File: src/rtl/acc_alu_pkg.sv
package acc_alu_pkg;

    typedef enum logic [3:0] {
        FN_ADD = 4'h3,
        FN_SUB = 4'h4,
        FN_AND = 4'h6,
        FN_OR  = 4'h7,
        FN_INV = 4'h8,
        FN_SHR = 4'h9,
        FN_SHL = 4'hA,
        FN_MUL = 4'hB
    } alu_fn_e;

    function automatic logic fn_known(input logic [3:0] code);
        case (code)
            FN_ADD, FN_SUB, FN_AND, FN_OR,
            FN_INV, FN_SHR, FN_SHL, FN_MUL: fn_known = 1'b1;
            default:                        fn_known = 1'b0;
        endcase
    endfunction

endpackage

File: src/rtl/acc_alu_addsub.sv
module acc_alu_addsub #(
    parameter int W = 16
) (
    input  logic [W-1:0] a_i,
    input  logic [W-1:0] b_i,
    input  logic         sub_i,
    output logic [W-1:0] sum_o
);
    logic [W-1:0] b_eff;
    logic [W:0]   full;

    always_comb begin
        b_eff = sub_i ? ~b_i : b_i;
        full  = {1'b0, a_i} + {1'b0, b_eff} + {{W{1'b0}}, sub_i};
        sum_o = full[W-1:0];
    end
endmodule

File: src/rtl/acc_alu_logic.sv
module acc_alu_logic #(
    parameter int W = 16
) (
    input  logic [W-1:0] a_i,
    input  logic [W-1:0] b_i,
    output logic [W-1:0] and_o,
    output logic [W-1:0] or_o,
    output logic [W-1:0] inv_o,
    output logic [W-1:0] shr_o,
    output logic [W-1:0] shl_o
);
    always_comb begin
        and_o = a_i & b_i;
        or_o  = a_i | b_i;
        inv_o = ~a_i;
        shr_o = {1'b0, a_i[W-1:1]};
        shl_o = {a_i[W-2:0], 1'b0};
    end
endmodule

File: src/rtl/acc_alu_mul.sv
module acc_alu_mul #(
    parameter int W = 16
) (
    input  logic [W-1:0] a_i,
    input  logic [W-1:0] b_i,
    output logic [W-1:0] prod_o
);
    logic [W-1:0] part [W+1];

    assign part[0] = '0;

    for (genvar i = 0; i < W; i++) begin : g_row
        logic [W-1:0] term;
        assign term      = b_i[i] ? (a_i << i) : '0;
        assign part[i+1] = part[i] + term;
    end

    assign prod_o = part[W];
endmodule

File: src/rtl/acc_alu.sv
module acc_alu
    import acc_alu_pkg::*;
#(
    parameter int W = 16
) (
    input  logic [W-1:0] acc_i,
    input  logic [W-1:0] opnd_i,
    input  logic [3:0]   func_i,
    output logic [W-1:0] res_o,
    output logic         valid_o,
    output logic         pos_o
);
    typedef struct packed {
        logic [W-1:0] res;
        logic         valid;
        logic         pos;
    } out_t;

    logic [W-1:0] sum_w, and_w, or_w, inv_w, shr_w, shl_w, prod_w;
    out_t         out_d;

    acc_alu_addsub #(.W(W)) u_addsub (
        .a_i   (acc_i),
        .b_i   (opnd_i),
        .sub_i (func_i == FN_SUB),
        .sum_o (sum_w)
    );

    acc_alu_logic #(.W(W)) u_logic (
        .a_i   (acc_i),
        .b_i   (opnd_i),
        .and_o (and_w),
        .or_o  (or_w),
        .inv_o (inv_w),
        .shr_o (shr_w),
        .shl_o (shl_w)
    );

    acc_alu_mul #(.W(W)) u_mul (
        .a_i    (acc_i),
        .b_i    (opnd_i),
        .prod_o (prod_w)
    );

    always_comb begin
        out_d       = '0;
        out_d.valid = fn_known(func_i);
        out_d.pos   = ~acc_i[W-1] & (|acc_i);
        case (func_i)
            FN_ADD, FN_SUB: out_d.res = sum_w;
            FN_AND:         out_d.res = and_w;
            FN_OR:          out_d.res = or_w;
            FN_INV:         out_d.res = inv_w;
            FN_SHR:         out_d.res = shr_w;
            FN_SHL:         out_d.res = shl_w;
            FN_MUL:         out_d.res = prod_w;
            default:        out_d.res = acc_i;
        endcase
    end

    assign res_o   = out_d.res;
    assign valid_o = out_d.valid;
    assign pos_o   = out_d.pos;
endmodule

File: config.mk
export PLATFORM = sky130hd
export DESIGN_NAME = acc_alu
export DESIGN_NICKNAME = d
export VERILOG_FILES = /design/src/rtl/acc_alu_pkg.sv /design/src/rtl/acc_alu_addsub.sv /design/src/rtl/acc_alu_logic.sv /design/src/rtl/acc_alu_mul.sv /design/src/rtl/acc_alu.sv
export SDC_FILE = /design/constraint.sdc
export NUM_CORES = 1
export LEC_CHECK = 0
export ABC_AREA = 1
export BUFFER_PORTS_ARGS = -buffer_cell sky130_fd_sc_hd__clkbuf_2
export CORE_MARGIN = 5
export CORE_UTILIZATION = 39
export DETAILED_ROUTE_END_ITERATION = 8
export GPL_TIMING_DRIVEN = 0
export PLACE_DENSITY_LB_ADDON = 0.25
export SYNTH_ARGS = -nofsm -noshare
export SYNTH_HDL_FRONTEND = slang
export SYNTH_SLANG_ARGS = --single-unit
File: constraint.sdc
create_clock -name vclk -period 15.2
set_input_delay 3.04 -clock vclk [all_inputs]
set_output_delay 3.04 -clock vclk [all_outputs]
set_load 0.02 [all_outputs]
# Yosys cells after proc, flatten, opt, wreduce, memory -nomap -nowiden
# Memories as Yosys holds them, arrays and structs flattened.
# Cells that the tools add are included.
dict set report op_classes {
  reduce_logical 2
  addsub 17
  eq_ne 8
  mux 18
  n_bitwise 6
}
# operator count
set op_table {}
lappend op_table {{16-bit 2-to-1 mux} 17}
lappend op_table {{16-bit adder} 16}
lappend op_table {{16-bit one-hot mux with 7 select lines} 1}
lappend op_table {{16-bit NOT} 2}
lappend op_table {{16-bit by 1-bit adder with 16-bit output} 1}
lappend op_table {{16-bit bitwise AND} 1}
lappend op_table {{4-bit equality test (second input constant)} 4}
lappend op_table {{16-bit bitwise OR} 1}
lappend op_table {{16-bit OR reduction} 1}
lappend op_table {{4-bit by 3-bit equality test with 1-bit output (second input constant)} 3}
lappend op_table {{4-bit by 2-bit equality test with 1-bit output (second input constant)} 1}
lappend op_table {{2-bit OR reduction} 1}
lappend op_table {{1-bit bitwise AND} 1}
lappend op_table {{1-bit NOT} 1}
dict set report word_totals {
  reg_bits 0
  rom_bits 16
  elab_cells 52
  out_inout_bits 18
  in_bits 36
  memories 1
}
# memory words width read_ports rd_clocked_by_memory_dff wr line_no
set memory_table {}
lappend memory_table {{(name not given)} 16 1 1 0 0 acc_alu_pkg.sv:15} ;# case (code)

# Longest topological paths before layout
dict set report logic_depth {
  ltp_word 17
  ltp_mapped 30
  depth_no_buf 28
}

# Hierarchy
# From an unflattened synthesis, not the netlist that was laid out.
dict set report hier_totals {
  cells_unflattened 1159
  hier_area_um2 7026.7
}
# module seq_area_each_um2 area_each_um2 instances cells_per_inst
set by_module_without_submodules {}
lappend by_module_without_submodules {acc_alu_mul 0.0 4085.2 1 584}
lappend by_module_without_submodules {acc_alu 0.0 1332.5 1 291}
lappend by_module_without_submodules {acc_alu_addsub 0.0 1024.7 1 171}
lappend by_module_without_submodules {acc_alu_logic 0.0 584.3 1 113}

# Least setup slack after synthesis
# OpenSTA, ideal clock, no wires.
dict set report synth_timing {
  kind {in2out}
  start {input opnd_i[2]}
  end {output res_o[13]}
  required_ns 12.160
  cell_stages 25
  arrival_ns 8.057
  n_path_buf 2
  setup_slack_ns 4.103
  path_cell_list {buf_2 -> clkbuf_1 -> nand2_1 -> fa_1 -> inv_1 -> fa_1 -> inv_1 -> fa_1 -> inv_1 -> fa_1 -> ha_1 -> ha_1 -> ha_1 -> fa_1 -> nand2_1 -> inv_1 -> o21ai_0 -> a21boi_0 -> nor2_1 -> nor2_1 -> nor2_1 -> nor2_1 -> nor3_1 -> nor2_1 -> a21oi_1}
}
dict set report synth_via {
  elab_chain_len 16
  word_cells_on_any_way 20
  cone_classes {16 x add/sub; 3 x mux; 1 x bitwise}
}
# element line_no
set synth_lines {}
lappend synth_lines {{start: declaration} acc_alu.sv:7} ;# input logic [W-1:0] opnd_i,
lappend synth_lines {{16-bit 2-to-1 mux} acc_alu_mul.sv:14} ;# assign term = b_i[i] ? (a_i << i) : '0;
lappend synth_lines {{16-bit adder (14 in series)} acc_alu_mul.sv:15} ;# assign part[i+1] = part[i] + term;
lappend synth_lines {{16-bit one-hot mux with 7 select lines (*)} acc_alu.sv:49} ;# case (func_i)
lappend synth_lines {{end: declaration} acc_alu.sv:9} ;# output logic [W-1:0] res_o,
# Every way passes the cells marked *; elsewhere a longest branch is shown, timed or not.

# Worst setup path in the final report
dict set report layout_timing {
  start {input acc_i[1]}
  end {output res_o[15]}
}
dict set report layout_via {
  elab_chain_len 17
  word_cells_on_any_way 33
  cone_classes {17 x add/sub; 16 x mux}
}
# element line_no
set layout_lines {}
lappend layout_lines {{start: declaration} acc_alu.sv:6} ;# input logic [W-1:0] acc_i,
lappend layout_lines {{16-bit 2-to-1 mux} acc_alu_mul.sv:14}
lappend layout_lines {{16-bit adder (15 in series)} acc_alu_mul.sv:15}
lappend layout_lines {{16-bit one-hot mux with 7 select lines (*)} acc_alu.sv:49}
# Marks and branches as above.

==> results_dict.tcl <==
set metrics [dict create \
    overflow 0 \
    yosysTopAreaCell "fa_1" \
    yosysSeqAreaShare_pct 0 \
    worst_hold_slack_ns 6.54 \
    min_from "acc_i[15]" \
    cts_resized 0 \
    end_kind "output pin" \
    ys_warn_count 0 \
    cp.arrival_ns 9.20 \
    syn2layout_area_growth_pct 7.85 \
    total_power_mw 0.753 \
    place_congestion 0.945 \
    outcome "completed" \
    first_pass_iters 7 \
    fin_ws_ns 2.96 \
    setup_tns_ns 0 \
    grt_pass1_vias 5662 \
    design.die.area_mm2 0.0178 \
    path_delay_family "adder cells" \
    crit_top_cell "nand2_1" \
    syn_area_per_cell_um2 6.47 \
    hold_viol_final 0 \
    design.core.area_mm2 0.0150 \
    dieHeight_um 133 \
    seq_area_um2 0 \
    mostFrequentLayoutCell "nand2_1" \
    worstPathRequired_ns 12.16 \
    cts_hold_buffers 0 \
    pre_cts_ws_ns 2.90 \
    io_pins 54 \
    dpl.hpwl_um 15300 \
    synth_top_area_share_pct 28.7 \
    hp-class "in2out" \
    maxCapViolations 0 \
    numPlacedInstances 1150 \
    vias 6025 \
    syn_nets 1093 \
    antenna_left 0 \
    post-route-period-util_pct 80.6 \
    setup_viol 0 \
    fin_nets 1141 \
    synth_area_mm2 0.00593 \
    synth_area_leaders "fa_1 29%, nand2_1 15%, inv_1 14%" \
    track_usage_pct 20.6 \
    max_stage_delay_ns 0.54 \
    start_util_pct 39.4 \
    antenna_found_initial 0 \
    max_freq_mhz 81.7 \
    post-route-min-period_ns 12.24 \
    die_x_um 133 \
    synthCells 916 \
    tightest_slew_ns 0.704 \
    vias_per_cell 5.24 \
    instances_no_fill 1150 \
    critPathSlowestCell "buf_1" \
    startpoint "acc_i[1]" \
    wl_per_cell_um 16.2 \
    grt_pass1_wl_um 29700 \
    post_cts_buffers 0 \
    drt_iter0_markers 406 \
    final_cell_mix "239 x nand2_1, 228 x inv_1, 85 x fa_1" \
    yosysUniqueCellTypes 44 \
    seq_cell_count 0 \
    crit_type "in2out" \
    clock_buffers 0 \
    numPortBuffers 46 \
    start_kind "input pin" \
    wl_um 18700 \
    drc 0 \
    power.density_mw_per_mm2 118 \
    grt_setup_unrepaired "no" \
    grt_max_degree 11 \
    leakage_nw 3.86 \
    fp-row-count 45 \
    drive_gt1_share_pct 8.73 \
    slew_headroom_pct 53.1 \
    worst-path-buf-inv 11 \
    diodes 0 \
    crit_fanout 10 \
    ir_drop_mv 0.0690 \
    slew_violations 0 \
]
-- metrics by stage --
stage          util [%]  area, µm²
2_1_floorplan         -       5930
3_3_place_gp       42.5       6390
5_1_grt            42.5       6390
4_1_cts            42.5       6390
6_report           42.5       6390
3_5_place_dp       42.5       6390
-- worst min-delay path, stage by stage --
cell      delay, ns
clkbuf_2       0.19
a31oi_1        0.10
clkbuf_2       0.17
-- logic make-up (layout without fill, tap and decap cells) --
logic type / Yosys count / count (layout) / synth area share, %
AOI/OAI and AO/OA: 137 / 137 / 14.2
adders and majority gates: 141 / 141 / 40.5
xor gates and xnor gates: 26 / 26 / 3.84
buffers and inverters: 273 / 319 / 17.7
and+or+nand+nor: 339 / 339 / 23.6
-- synthesized netlist by cell type, drive strengths merged (3+ instances only) --
cell type and n:
nand2 245, inv 229, fa 85, ha 56, o21ai 43, a21oi 40
nand3 35, nor2 35, buf 24, clkbuf 20, xnor2 16, o22ai 15
nor3 10, xor2 10, a221oi 9, nor4 7, o2111ai 5, o211ai 5
a21o 3, a31oi 3, or2 3
-- layout make-up --
| class | instances | area, µm² |
|---|---|---|
| Timing Repair Buffer | 46 | 230 |
| Tap cell | 188 | 235 |
| Multi-Input combinational cell | 643 | 4880 |
| Fill cell | 1608 | 8640 |
| Inverter | 229 | 860 |
| Buffer | 44 | 193 |
-- power breakdown --
group	switching, mW	internal, mW
logic	0.463	0.289
registers	0	0
clock network	0	0
-- worst paths after layout --
check,cells past startpoint,endpoint
worst max-delay path,32,res_o[15]
worst min-delay path,3,pos_o
-- per-layer routing --
layer	part of all wire (%)	track usage (%)	up-vias
li1	-	-	2909
met1	45	28.9	2894
met2	48	35.7	199
met3	5.4	1.51	23
met4	1.7	2.91	0
met5	0	0	-
Power figures use the tool's default switching activity.
